`config.mk`:
```
export PLATFORM = sky130hd
export DESIGN_NAME = acc_store_fmt
export DESIGN_NICKNAME = d
export VERILOG_FILES = /design/src/rtl/acc_store_fmt_pkg.sv /design/src/rtl/round_decide.sv /design/src/rtl/sat_incr.sv /design/src/rtl/round_lane.sv /design/src/rtl/acc_store_fmt.sv
export SDC_FILE = /design/constraint.sdc
export NUM_CORES = 1
export LEC_CHECK = 0
export BUFFER_PORTS_ARGS = -buffer_cell sky130_fd_sc_hd__buf_2
export CAP_MARGIN = 20
export CORE_UTILIZATION = 25
export DETAILED_ROUTE_END_ITERATION = 8
export SKIP_LAST_GASP = 1
export SLEW_MARGIN = 15
export SYNTH_ARGS = -nofsm -noshare
export SYNTH_HDL_FRONTEND = slang
export SYNTH_SLANG_ARGS = --single-unit
```
`constraint.sdc`:
```
create_clock -name clk_i -period 0.85 [get_ports clk_i]
set_input_delay 0.0425 -clock clk_i [delete_from_list [all_inputs] [get_ports clk_i]]
set_output_delay 0.0425 -clock clk_i [all_outputs]
set_load 0.1 [all_outputs]
```
`src/rtl/acc_store_fmt_pkg.sv`:
```
package acc_store_fmt_pkg;
  parameter int ACC_W    = 48;
  parameter int EXT_W    = 8;
  parameter int RES_W    = 32;
  parameter int NARROW_W = 16;
  localparam int FRAC_W  = ACC_W - EXT_W;

  typedef enum logic {
    FMT_WIDE   = 1'b0,
    FMT_NARROW = 1'b1
  } fmt_e;
endpackage

```
`src/rtl/round_decide.sv`:
```
module round_decide #(
  parameter int DROP_W = 8
) (
  input  logic              round_en_i,
  input  logic [DROP_W-1:0] drop_i,
  input  logic              keep_lsb_i,
  output logic              inc_o
);
  localparam logic [DROP_W-1:0] HALF = {1'b1, {(DROP_W-1){1'b0}}};

  logic above, tie;

  always_comb begin
    above = drop_i > HALF;
    tie   = drop_i == HALF;
    inc_o = round_en_i & (above | (tie & keep_lsb_i));
  end

  always_comb begin
    p_trunc_no_inc_r1: assert (round_en_i || !inc_o)
      else $error("increment in truncate mode");
    p_inc_needs_half_r2: assert (!inc_o || drop_i >= HALF)
      else $error("increment below half point");
  end
endmodule

```
`src/rtl/sat_incr.sv`:
```
module sat_incr #(
  parameter int W = 32
) (
  input  logic [W-1:0] val_i,
  input  logic         inc_i,
  output logic [W-1:0] out_o
);
  localparam logic [W-1:0] MAX_POS = {1'b0, {(W-1){1'b1}}};

  logic at_max;

  always_comb begin
    at_max = val_i == MAX_POS;
    if (inc_i && !at_max) out_o = val_i + 1'b1;
    else                  out_o = val_i;
  end

  // a signed increment that never decreases is one that never wraps
  always_comb begin
    p_no_wrap_r6: assert ($signed(out_o) >= $signed(val_i))
      else $error("rounding carry wrapped");
  end
endmodule

```
`src/rtl/round_lane.sv`:
```
module round_lane #(
  parameter int FRAC_W = 40,
  parameter int KEEP_W = 32
) (
  input  logic [FRAC_W-1:0] frac_i,
  input  logic              round_en_i,
  output logic [KEEP_W-1:0] res_o
);
  localparam int DROP_W = FRAC_W - KEEP_W;

  logic [KEEP_W-1:0] kept;
  logic [DROP_W-1:0] drop;
  logic              inc;

  assign kept = frac_i[FRAC_W-1 -: KEEP_W];
  assign drop = frac_i[DROP_W-1:0];

  round_decide #(.DROP_W(DROP_W)) u_decide (
    .round_en_i (round_en_i),
    .drop_i     (drop),
    .keep_lsb_i (kept[0]),
    .inc_o      (inc)
  );

  sat_incr #(.W(KEEP_W)) u_incr (
    .val_i (kept),
    .inc_i (inc),
    .out_o (res_o)
  );
endmodule

```
`src/rtl/acc_store_fmt.sv`:
```
module acc_store_fmt
  import acc_store_fmt_pkg::*;
#(
  parameter int P_ACC_W    = ACC_W,
  parameter int P_EXT_W    = EXT_W,
  parameter int P_RES_W    = RES_W,
  parameter int P_NARROW_W = NARROW_W
) (
  input  logic               clk_i,
  input  logic               rst_ni,
  input  logic               store_i,
  input  logic [P_ACC_W-1:0] acc_i,
  input  logic               round_i,
  input  logic               narrow_i,
  output logic [P_RES_W-1:0] res_o,
  output logic               valid_o
);
  localparam int LFRAC_W = P_ACC_W - P_EXT_W;
  localparam int N_FMT   = 2;

  logic [LFRAC_W-1:0] frac;
  logic [P_EXT_W-1:0] unused_ext;
  logic [P_RES_W-1:0] placed [N_FMT];
  logic [P_RES_W-1:0] res_d;
  fmt_e               fmt;

  assign frac       = acc_i[LFRAC_W-1:0];
  assign unused_ext = acc_i[P_ACC_W-1:LFRAC_W];
  assign fmt        = fmt_e'(narrow_i);

  for (genvar g = 0; g < N_FMT; g++) begin : g_lane
    localparam int KW = (g == int'(FMT_NARROW)) ? P_NARROW_W : P_RES_W;
    logic [KW-1:0] lane_res;

    round_lane #(.FRAC_W(LFRAC_W), .KEEP_W(KW)) u_lane (
      .frac_i     (frac),
      .round_en_i (round_i),
      .res_o      (lane_res)
    );

    // left-align the lane result in the register word
    assign placed[g] = P_RES_W'(lane_res) << (P_RES_W - KW);
  end

  assign res_d = placed[fmt];

  always_ff @(posedge clk_i or negedge rst_ni) begin
    if (!rst_ni) begin
      res_o   <= '0;
      valid_o <= 1'b0;
    end else begin
      valid_o <= store_i;
      if (store_i) res_o <= res_d;
    end
  end

  p_valid_after_store_r7: assert property (@(posedge clk_i) disable iff (!rst_ni)
    store_i |=> valid_o);
  p_no_spurious_valid_r7: assert property (@(posedge clk_i) disable iff (!rst_ni)
    !store_i |=> !valid_o);
  p_hold_between_r7: assert property (@(posedge clk_i) disable iff (!rst_ni)
    !store_i |=> $stable(res_o));
  p_narrow_low_zero_r4: assert property (@(posedge clk_i) disable iff (!rst_ni)
    (store_i && narrow_i) |=> (res_o[P_RES_W-P_NARROW_W-1:0] == '0));
endmodule

```
# Yosys cells after proc, flatten, opt, wreduce, memory -nomap -nowiden
# Index checks and enable logic that the tools add are counted.
dict set report op_classes {
  n_mux 5
  eq_ne 4
  add_sub_neg 2
  bitwise_logic 7
  order_cmp 3
  n_reduce_logical 4
}
# operator count
set ops {}
lappend ops {{2-to-1 mux 32 bit} 4}
lappend ops {{adder 32 x 1 -> 32 bit, second input constant} 1}
lappend ops {{equality test 32 x 31 -> 1 bit, second input constant} 1}
lappend ops {{equality test 24 bit, second input constant} 1}
lappend ops {{> comparator 24 bit, second input constant} 1}
lappend ops {{adder 16 x 1 -> 16 bit, second input constant} 1}
lappend ops {{equality test 16 x 15 -> 1 bit, second input constant} 1}
lappend ops {{2-to-1 mux 16 bit} 1}
lappend ops {{equality test 8 bit, second input constant} 1}
lappend ops {{> comparator 8 bit, second input constant} 1}
lappend ops {{bitwise AND 1 bit} 4}
lappend ops {{greater-or-equal comparator 2 bit, second input constant} 1}
lappend ops {{logical AND 1 bit} 2}
lappend ops {{logical NOT 1 bit} 2}
lappend ops {{NOT 1 -> 2 bit} 1}
lappend ops {{OR 1 bit} 2}
dict set report totals {
  wordCells 27
  out_inout_bits 33
  register_bits 33
  inputBits 53
}

# Depth between registers and ports, before layout
# Gate-level depths: netlist (run 1).
dict set report depth {
  ltp_word 9
  depth_mapped 8
  mapped_depth_nobuf 7
}

# By module
# A second synthesis (run 1) with hierarchy kept.
dict set report hier_totals {
  cells_unflattened 325
  area_unflattened_um2 2770.2
}
# mod area_per_inst_um2 cells_each n_inst
set by_module_without_submodules {}
lappend by_module_without_submodules {acc_store_fmt 1468.9 140 1}
lappend by_module_without_submodules {{sat_incr (g_lane[0].u_lane.u_incr)} 813.3 112 1}
lappend by_module_without_submodules {{sat_incr (g_lane[1].u_lane.u_incr)} 410.4 60 1}
lappend by_module_without_submodules {{round_decide (g_lane[1].u_lane.u_decide)} 56.3 9 1}
lappend by_module_without_submodules {{round_decide (g_lane[0].u_lane.u_decide)} 21.3 4 1}

# Least setup slack after synthesis (run 1)
# No wires, ideal clock.
dict set report synth_timing {
  path_type {input to register}
  startpoint {input acc_i[8]}
  endpoint {register res_o[24]}
  n_path_buf 0
  t_required_ps 725
  setup_slack_ps -1020
  setup_ps 125
  arrival_ps 1745
  path_stages 7
  path_cell_list {ha_1 nand3_1 or4_1 nor4_4 o2111ai_1 xnor2_1 mux2_2}
}
dict set report synth_between {
  elab_chain_cells 9
}
# item line_no
set synth_rtl {}
lappend synth_rtl {{start, declared} acc_store_fmt.sv:12} ;# input logic [P_ACC_W-1:0] acc_i,
lappend synth_rtl {{parallel branches: the longest is 6 deep, another holds > comparator 24 bit} -}
lappend synth_rtl {{2-to-1 mux 32 bit (not written as such) (*) (3 in a row)} acc_store_fmt.sv:45} ;# assign res_d = placed[fmt];
lappend synth_rtl {{end signal, assigned} acc_store_fmt.sv:53} ;# if (store_i) res_o <= res_d;
lappend synth_rtl {{end, declared} acc_store_fmt.sv:15} ;# output logic [P_RES_W-1:0] res_o,
# Mark *: on every way between the ends. The select of a mux whose other input is x is not followed.
# A chain may end at the register's enable or synchronous reset.

# Final worst setup path (run 1)
dict set report layout_timing {
  startpoint {input acc_i[8]}
  endpoint {register res_o[20]}
}
# The elaborated chain is that of the path after synthesis.

==> flow_metrics.env, run 1 <==
export IMPL_outcome="finished with violations"
export IMPL_violations="negative setup slack"
export IMPL_ir_drop_mv=0.602
export IMPL_finalHoldViolations=0
export IMPL_finalInstanceArea_um2=4720
export IMPL_ys_ff_latch=33
export IMPL_yosysWarnings=0
export IMPL_netlist_top_cells_count="33 x dfrtp_1, 19 x nor2_1, 18 x a21oi_1, 18 x nand2_1, 17 x xor2_1"
export IMPL_drt_iter0_drc=115
export IMPL_worst_pin_slew_ps=343
export IMPL_drc=0
export IMPL_drt_antenna_violating_nets=0
export IMPL_path_buf_inv=2
export IMPL_dieWidth_um=95.2
export IMPL_cp_slowest_cell="or4_4"
export IMPL_period_share_pct=191
export IMPL_drt_first_pass_iters=5
export IMPL_core_area_um2=8300
export IMPL_final_max_slew_violation_count=0
export IMPL_htreeDepth=2
export IMPL_ys_types=39
export IMPL_synth_nets=294
export IMPL_synthFlopType="dfrtp_1"
export IMPL_clock_skew_ps=0
export IMPL_syn_area_per_cell_um2=9.09
export IMPL_root_buffer="clkbuf_8"
export IMPL_finalPower_mw=6.08
export IMPL_layoutNonFillerInstCount=532
export IMPL_slew_headroom_pct=76.9
export IMPL_path_max_fanout=5
export IMPL_setup_viol=65
export IMPL_finalWeightedCongestion=0.889
export IMPL_ios=86
export IMPL_initial_core_util_pct=26.2
export IMPL_dp_cells=498
export IMPL_rows=33
export IMPL_critical_path_max_stage_delay_ps=550
export IMPL_multi_input_area_um2=1720
export IMPL_grt_pass1_wl_mm=13.5
export IMPL_max_freq_mhz=616
export IMPL_portBuffers=77
export IMPL_path_cells="buf_8 > ha_4 > nand3_4 > or4_4 > nor4_4 > buf_6 > o2111ai_2 > xnor2_1 > mux2_4"
export IMPL_ys_top_cells_by_area="dfrtp_1 38%, xor2_1 6.9%, o2bb2ai_1 4.4%"
export IMPL_yosysMostFrequentCell="dfrtp_1"
export IMPL_ys_seq_area_share_pct=38.0
export IMPL_totalWireLength_mm=8.45
export IMPL_p_per_area_nw_per_um2=1290
export IMPL_fill_cells=701
export IMPL_antenna_found_initial=0
export IMPL_rsz0062_at_grt="true"
export IMPL_viasPerCell=4.98
export IMPL_dieHeight_um=95.2
export IMPL_grt_remaining_overflow=0
export IMPL_cp_end_kind="flip-flop"
export IMPL_postPlaceCellArea_um2=3940
export IMPL_layout_setup_ws_ps=-773
export IMPL_critPathRequiredTime_ps=1020
export IMPL_yosys_area_top_type_share_pct=38.0
export IMPL_p_leak_nw=1.96
export IMPL_synthArstFlopShare_pct=100
export IMPL_hp_class="in2reg"
export IMPL_die_area_um2=9060
export IMPL_cts_inserted_buffers=5
export IMPL_cts_tree="built"
export IMPL_drive_above_1_share_pct=66.7
export IMPL_utilization_pct=56.8
export IMPL_antenna_cells=0
export IMPL_cts_sinks=33
export IMPL_cts_buffer_depth=2
export IMPL_syn_inst=239
export IMPL_grt_max_degree=34
export IMPL_vias=2650
export IMPL_layout_nets=481
export IMPL_synth_cell_area_um2=2170
export IMPL_finalCriticalPeriod_ps=1620
export IMPL_cp_arrival_ps=1800
export IMPL_synth_area_leader_cell="dfrtp_1"
export IMPL_dpl_hpwl_mm=6.28
export IMPL_critical_path_startpoint_type="input port"
export IMPL_area_growth_pct=117
export IMPL_clk_latency_ps=280
export IMPL_maxCapViolations=0
export IMPL_clk_pin_slew_ps=70
export IMPL_path_delay_family="simple AND/OR/NAND/NOR gates"
export IMPL_track_usage_pct=19.4
export IMPL_wl_per_cell_um=15.9
export IMPL_grt_pass1_vias=2742
export IMPL_synth_edf_count=0
export IMPL_regArea_um2=866
export IMPL_worstSetupPathType="in2reg"
[path summary, 6_finish.rpt]
check | start | to | slack, ps | depth (start not counted)
max | acc_i[8] | res_o[20] | -770 | 9
min | store_i | res_o[17] | 110 | 3
max reg2reg | res_o[15] | res_o[15] | -130 | 2
min reg2reg | res_o[16] | res_o[16] | 540 | 1
max in group asynchronous | rst_ni | res_o[28] | 410 | 3
min in group asynchronous | rst_ni | res_o[1] | 230 | 3
[state kept, by name (all words and copies together) (netlist names)]
name and flops:
res_o 32, valid_o 1
[cell type report]
class | instances | share of cell area (%)
tap | 105 | 2.79
sequential | 33 | 18.4
inverter | 5 | 0.398
clock buffer | 7 | 2.04
multi-input combinational | 192 | 36.6
clock inverter | 1 | 0.106
timing repair buffer | 189 | 39.8
[kinds of logic after synthesis]
group                    share of synthesized area (%)
adder cells (fa/ha/maj)                           1.15
XOR/XNOR                                          11.3
flip-flops                                        38.0
multiplexers                                      3.51
AND/OR/NAND/NOR                                   25.5
AO/OA/AOI/OAI                                     18.1
buffers and inverters                             2.42
[power by group]
| group | internal (mW) | switching (mW) | total, mW |
|---|---|---|---|
| Clock | 0.733 | 0.610 | 1.34 |
| Combinational | 1.19 | 1.67 | 2.86 |
| Sequential | 1.74 | 0.148 | 1.88 |
[through the flow]
stage          hold slack [ps]  TNS [ps]  setup WS (ps)
5_1_grt                    140    -23140           -822
4_1_cts                    105    -20350           -826
3_3_place_gp              19.6    -29010          -1140
3_5_place_dp              21.9    -30070          -1190
2_1_floorplan             -253    -22050           -958
6_report                   114    -19840           -773
[per-layer routing]
metal	vias to the layer above	global-route usage (%)	part of all wire (%)
met5	-	0	0
met4	0	3.79	1.2
met3	10	2.79	4.8
met2	82	35.0	51
met1	1276	24.5	43
li1	1282	-	-
[repair_timing]
action                                  CTS  global route
pin swaps                                62            44
gates resized for setup                  74            26
setup buffers                            14            11
hold buffers                              1             0
endpoints found under the setup margin   65            65
endpoints found under the hold margin    33             0
[cell usage in the layout (no fill, tap or decap), types with 3 or more instances in the layout]
| cell | synthesis | layout |
|---|---|---|
| buf_12 | 0 | 34 |
| o31ai_1 | 5 | 5 |
| dfrtp_2 | 0 | 32 |
| and4_1 | 3 | 3 |
| xnor2_1 | 11 | 10 |
| o2bb2ai_1 | 11 | 10 |
| buf_2 | 0 | 38 |
| mux2_4 | 0 | 3 |
| xor2_1 | 17 | 17 |
| buf_8 | 0 | 5 |
| inv_1 | 5 | 5 |
| nand3_2 | 0 | 5 |
| nor2_1 | 19 | 18 |
| nand3_1 | 16 | 9 |
| a21oi_1 | 18 | 10 |
| and3_1 | 7 | 6 |
| nor4_4 | 1 | 7 |
| nand4_1 | 15 | 15 |
| buf_4 | 0 | 88 |
| o211ai_1 | 4 | 4 |
| nand2_1 | 18 | 15 |
| a21oi_2 | 0 | 5 |
| o2111ai_2 | 0 | 3 |
| a21oi_4 | 0 | 3 |
| buf_6 | 0 | 23 |
| clkbuf_8 | 0 | 7 |
[worst min-delay path: cells and delay by family]
| family | cells | cell delay (ps) |
|---|---|---|
| buffers and inverters | 2 | 240 |
| AOI/OAI and AO/OA | 1 | 80 |
No activity file was read; power rests on OpenSTA's default activity.
==> run 2, diff against run 1 <==
ABC_AREA = 1   (was unset)
==> flow_metrics.env, run 2 <==
export IMPL_synth_nets=646
export IMPL_p_per_area_nw_per_um2=1250
export IMPL_top_register="res_o"
export IMPL_finalWeightedCongestion=0.940
export IMPL_cts_sinks=33
export IMPL_cts_inserted_buffers=5
export IMPL_ios=86
export IMPL_antenna_cells=0
export IMPL_finalCriticalPeriod_ps=1250
export IMPL_cp_arrival_ps=1420
export IMPL_ir_drop_mv=0.672
export IMPL_path_buf_inv=5
export IMPL_largest_reg_flops=32
export IMPL_synthFlopType="dfrtp_1"
export IMPL_cts_buffer_depth=2
export IMPL_utilization_pct=48.1
export IMPL_synthAdderAreaFrac_pct=0.768
export IMPL_netlist_top_cells_count="305 x nand2_1, 78 x nor2_1, 48 x nand3_1"
export IMPL_synth_xor_area_share_pct=2.96
export IMPL_root_buffer="clkbuf_16"
export IMPL_synth_top_family_by_area="simple AND/OR/NAND/NOR gates"
export IMPL_grt_pass1_wl_mm=21.1
export IMPL_synth_cell_area_um2=3260
export IMPL_path_cells="buf_2 > nand2_1 > nor2_2 > nand2_2 > nor2_4 > buf_4 > buf_6 > buf_6 > buf_6 > nand4_1 > nand2_1 > nand2_1 > nand3_1 > nand2_1"
export IMPL_viasPerCell=4.65
export IMPL_antenna_found_initial=0
export IMPL_synth_area_leader_cell="nand2_1"
export IMPL_area_growth_pct=87.1
export IMPL_dieWidth_um=116
export IMPL_clock_skew_ps=0
export IMPL_yosysWarnings=0
export IMPL_muxShareOfSynthArea_pct=0
export IMPL_place_ws_ps=-788
export IMPL_final_max_slew_violation_count=0
export IMPL_cp_common_cell="nand2_1"
export IMPL_critical_path_startpoint_type="input port"
export IMPL_track_usage_pct=20.4
export IMPL_syn_area_per_cell_um2=5.52
export IMPL_fill_cells=1241
export IMPL_reg_largest_list="res_o: 32 flops, valid_o: 1 flops"
export IMPL_grt_remaining_overflow=0
export IMPL_initial_core_util_pct=25.7
export IMPL_hp_class="in2reg"
export IMPL_critical_path_max_stage_delay_ps=150
export IMPL_met3_length_um=776
export IMPL_ys_seq_area_share_pct=25.3
export IMPL_max_freq_mhz=802
export IMPL_drt_iter0_drc=308
export IMPL_maxCapViolations=0
export IMPL_grt_pass1_vias=4191
export IMPL_top_layer="met4"
export IMPL_ys_top_cells_by_area="nand2_1 35%, dfrtp_1 25%, nor2_1 9.0%"
export IMPL_dieHeight_um=116
export IMPL_totalWireLength_mm=13.6
export IMPL_drive_above_1_share_pct=43.9
export IMPL_ys_types=28
export IMPL_yosysMostFrequentCell="nand2_1"
export IMPL_slew_headroom_pct=83.0
export IMPL_synth_compound_area_share_pct=3.22
export IMPL_synthArstFlopShare_pct=100
export IMPL_final_cell_mix="283 x nand2_1, 122 x buf_4, 44 x nand3_1"
export IMPL_wl_per_cell_um=14.0
export IMPL_vias=4517
export IMPL_outcome="finished with violations"
export IMPL_wl_met2_mm=6.52
export IMPL_core_area_um2=12700
export IMPL_drt_antenna_violating_nets=0
export IMPL_period_share_pct=147
export IMPL_path_max_fanout=3
export IMPL_yosys_area_top_type_share_pct=35.1
export IMPL_setup_viol=65
export IMPL_layout_nets=853
export IMPL_worstSetupPathType="in2reg"
export IMPL_hold_ws_ps=65.2
export IMPL_syn_inst=591
export IMPL_die_area_um2=13500
export IMPL_drt_first_pass_iters=5
export IMPL_dpl_hpwl_mm=9.94
export IMPL_worst_pin_slew_ps=255
export IMPL_path_delay_family="simple AND/OR/NAND/NOR gates"
export IMPL_drc=0
export IMPL_rsz0062_at_grt="true"
export IMPL_ys_ff_latch=33
export IMPL_critPathRequiredTime_ps=1020
export IMPL_met1Wirelength_mm=5.84
export IMPL_p_leak_nw=3.02
export IMPL_layout_commonest_cell="nand2_1"
export IMPL_cts_tree="built"
export IMPL_violations="negative setup slack"
export IMPL_clk_latency_ps=290
export IMPL_grt_max_degree=34
export IMPL_cp_slowest_cell="nor2_2"
export IMPL_htreeDepth=2
export IMPL_clk_pin_slew_ps=60
export IMPL_layout_setup_ws_ps=-397
export IMPL_finalHoldViolations=0
export IMPL_rows=41
export IMPL_synth_simple_area_share_pct=60.0
export IMPL_cp_end_kind="flip-flop"
export IMPL_synth_edf_count=0
export IMPL_portBuffers=77
-- run 2: cell types whose count changed after synthesis, sizes merged, moves of 10 or more --
cell / delta
inv: +34
nor2: +65
nand2: +292
xnor2: -10
o21ai: +12
a21oi: -18
nor4: -10
nand3: +36
buf: +11
o2bb2ai: -11
-- run 2: final timing paths --
path / startpoint / to / slack, ps / cells after the start
max in group asynchronous: rst_ni / res_o[27] / 390 / 3
min reg2reg: res_o[19] / res_o[19] / 510 / 2
min in group asynchronous: rst_ni / res_o[7] / 250 / 3
max reg2reg: res_o[11] / res_o[11] / 80 / 3
min: acc_i[13] / res_o[5] / 70 / 3
max: acc_i[21] / res_o[16] / -400 / 14
-- run 2: layout make-up --
| cell class | count | area, µm² | share of cell area [%] |
|---|---|---|---|
| clock buffer | 6 | 139 | 2.28 |
| clock inverter | 2 | 37.5 | 0.616 |
| inverter | 39 | 168 | 2.75 |
| multi-input combinational | 501 | 2530 | 41.4 |
| sequential | 33 | 866 | 14.2 |
| tap | 172 | 215 | 3.53 |
| timing repair buffer | 217 | 2130 | 35.0 |
| timing repair inverter | 1 | 11.3 | 0.185 |
-- run 2: metrics by stage --
step / total power, mW / instances / instance area, µm² / setup TNS (ps)
floorplan: 3.68 / 591 / 3350 / -11250
global placement: 5.13 / 926 / 5150 / -22520
detailed placement: 5.16 / 926 / 5150 / -22780
CTS: 7.55 / 956 / 5760 / -12390
global route: 7.96 / 971 / 6100 / -15510
finish: 7.62 / 971 / 6100 / -12200
-- run 2: tightest hold or removal path, cell delays in order --
cell and delay [ps]:
buf_2 140, o21ai_1 70, nand2_1 60
-- run 2: kinds of logic (layout without fill, tap and decap cells) --
family	count (synthesis)	after routing
simple gates	469	469
buf+inv	57	265
flops	33	33
compound gates	19	19
xor+xnor	11	11
fa+ha+maj	2	2
-- run 2: timing repair --
action                     in CTS  in global routing
setup endpoints to repair      65                 65
hold endpoints to repair       33                  0
cloned                          3                  0
pin swaps                      28                 37
hold buffers                    1                  0
resized for setup              68                 66
buffers inserted               21                 15
-- run 2: routing by layer --
| metal | global-route usage, % | up-vias |
|---|---|---|
| met2 | 35.2 | 158 |
| met4 | 8.29 | 0 |
| li1 | - | 2261 |
| met3 | 2.96 | 38 |
| met5 | 0 | - |
| met1 | 25.6 | 2060 |
-- run 2: where the power goes --
group          total (mW)  switching [mW]  internal [mW]
combinational        3.52            2.16           1.36
clock                2.18           0.714           1.46
sequential           1.93           0.171           1.76
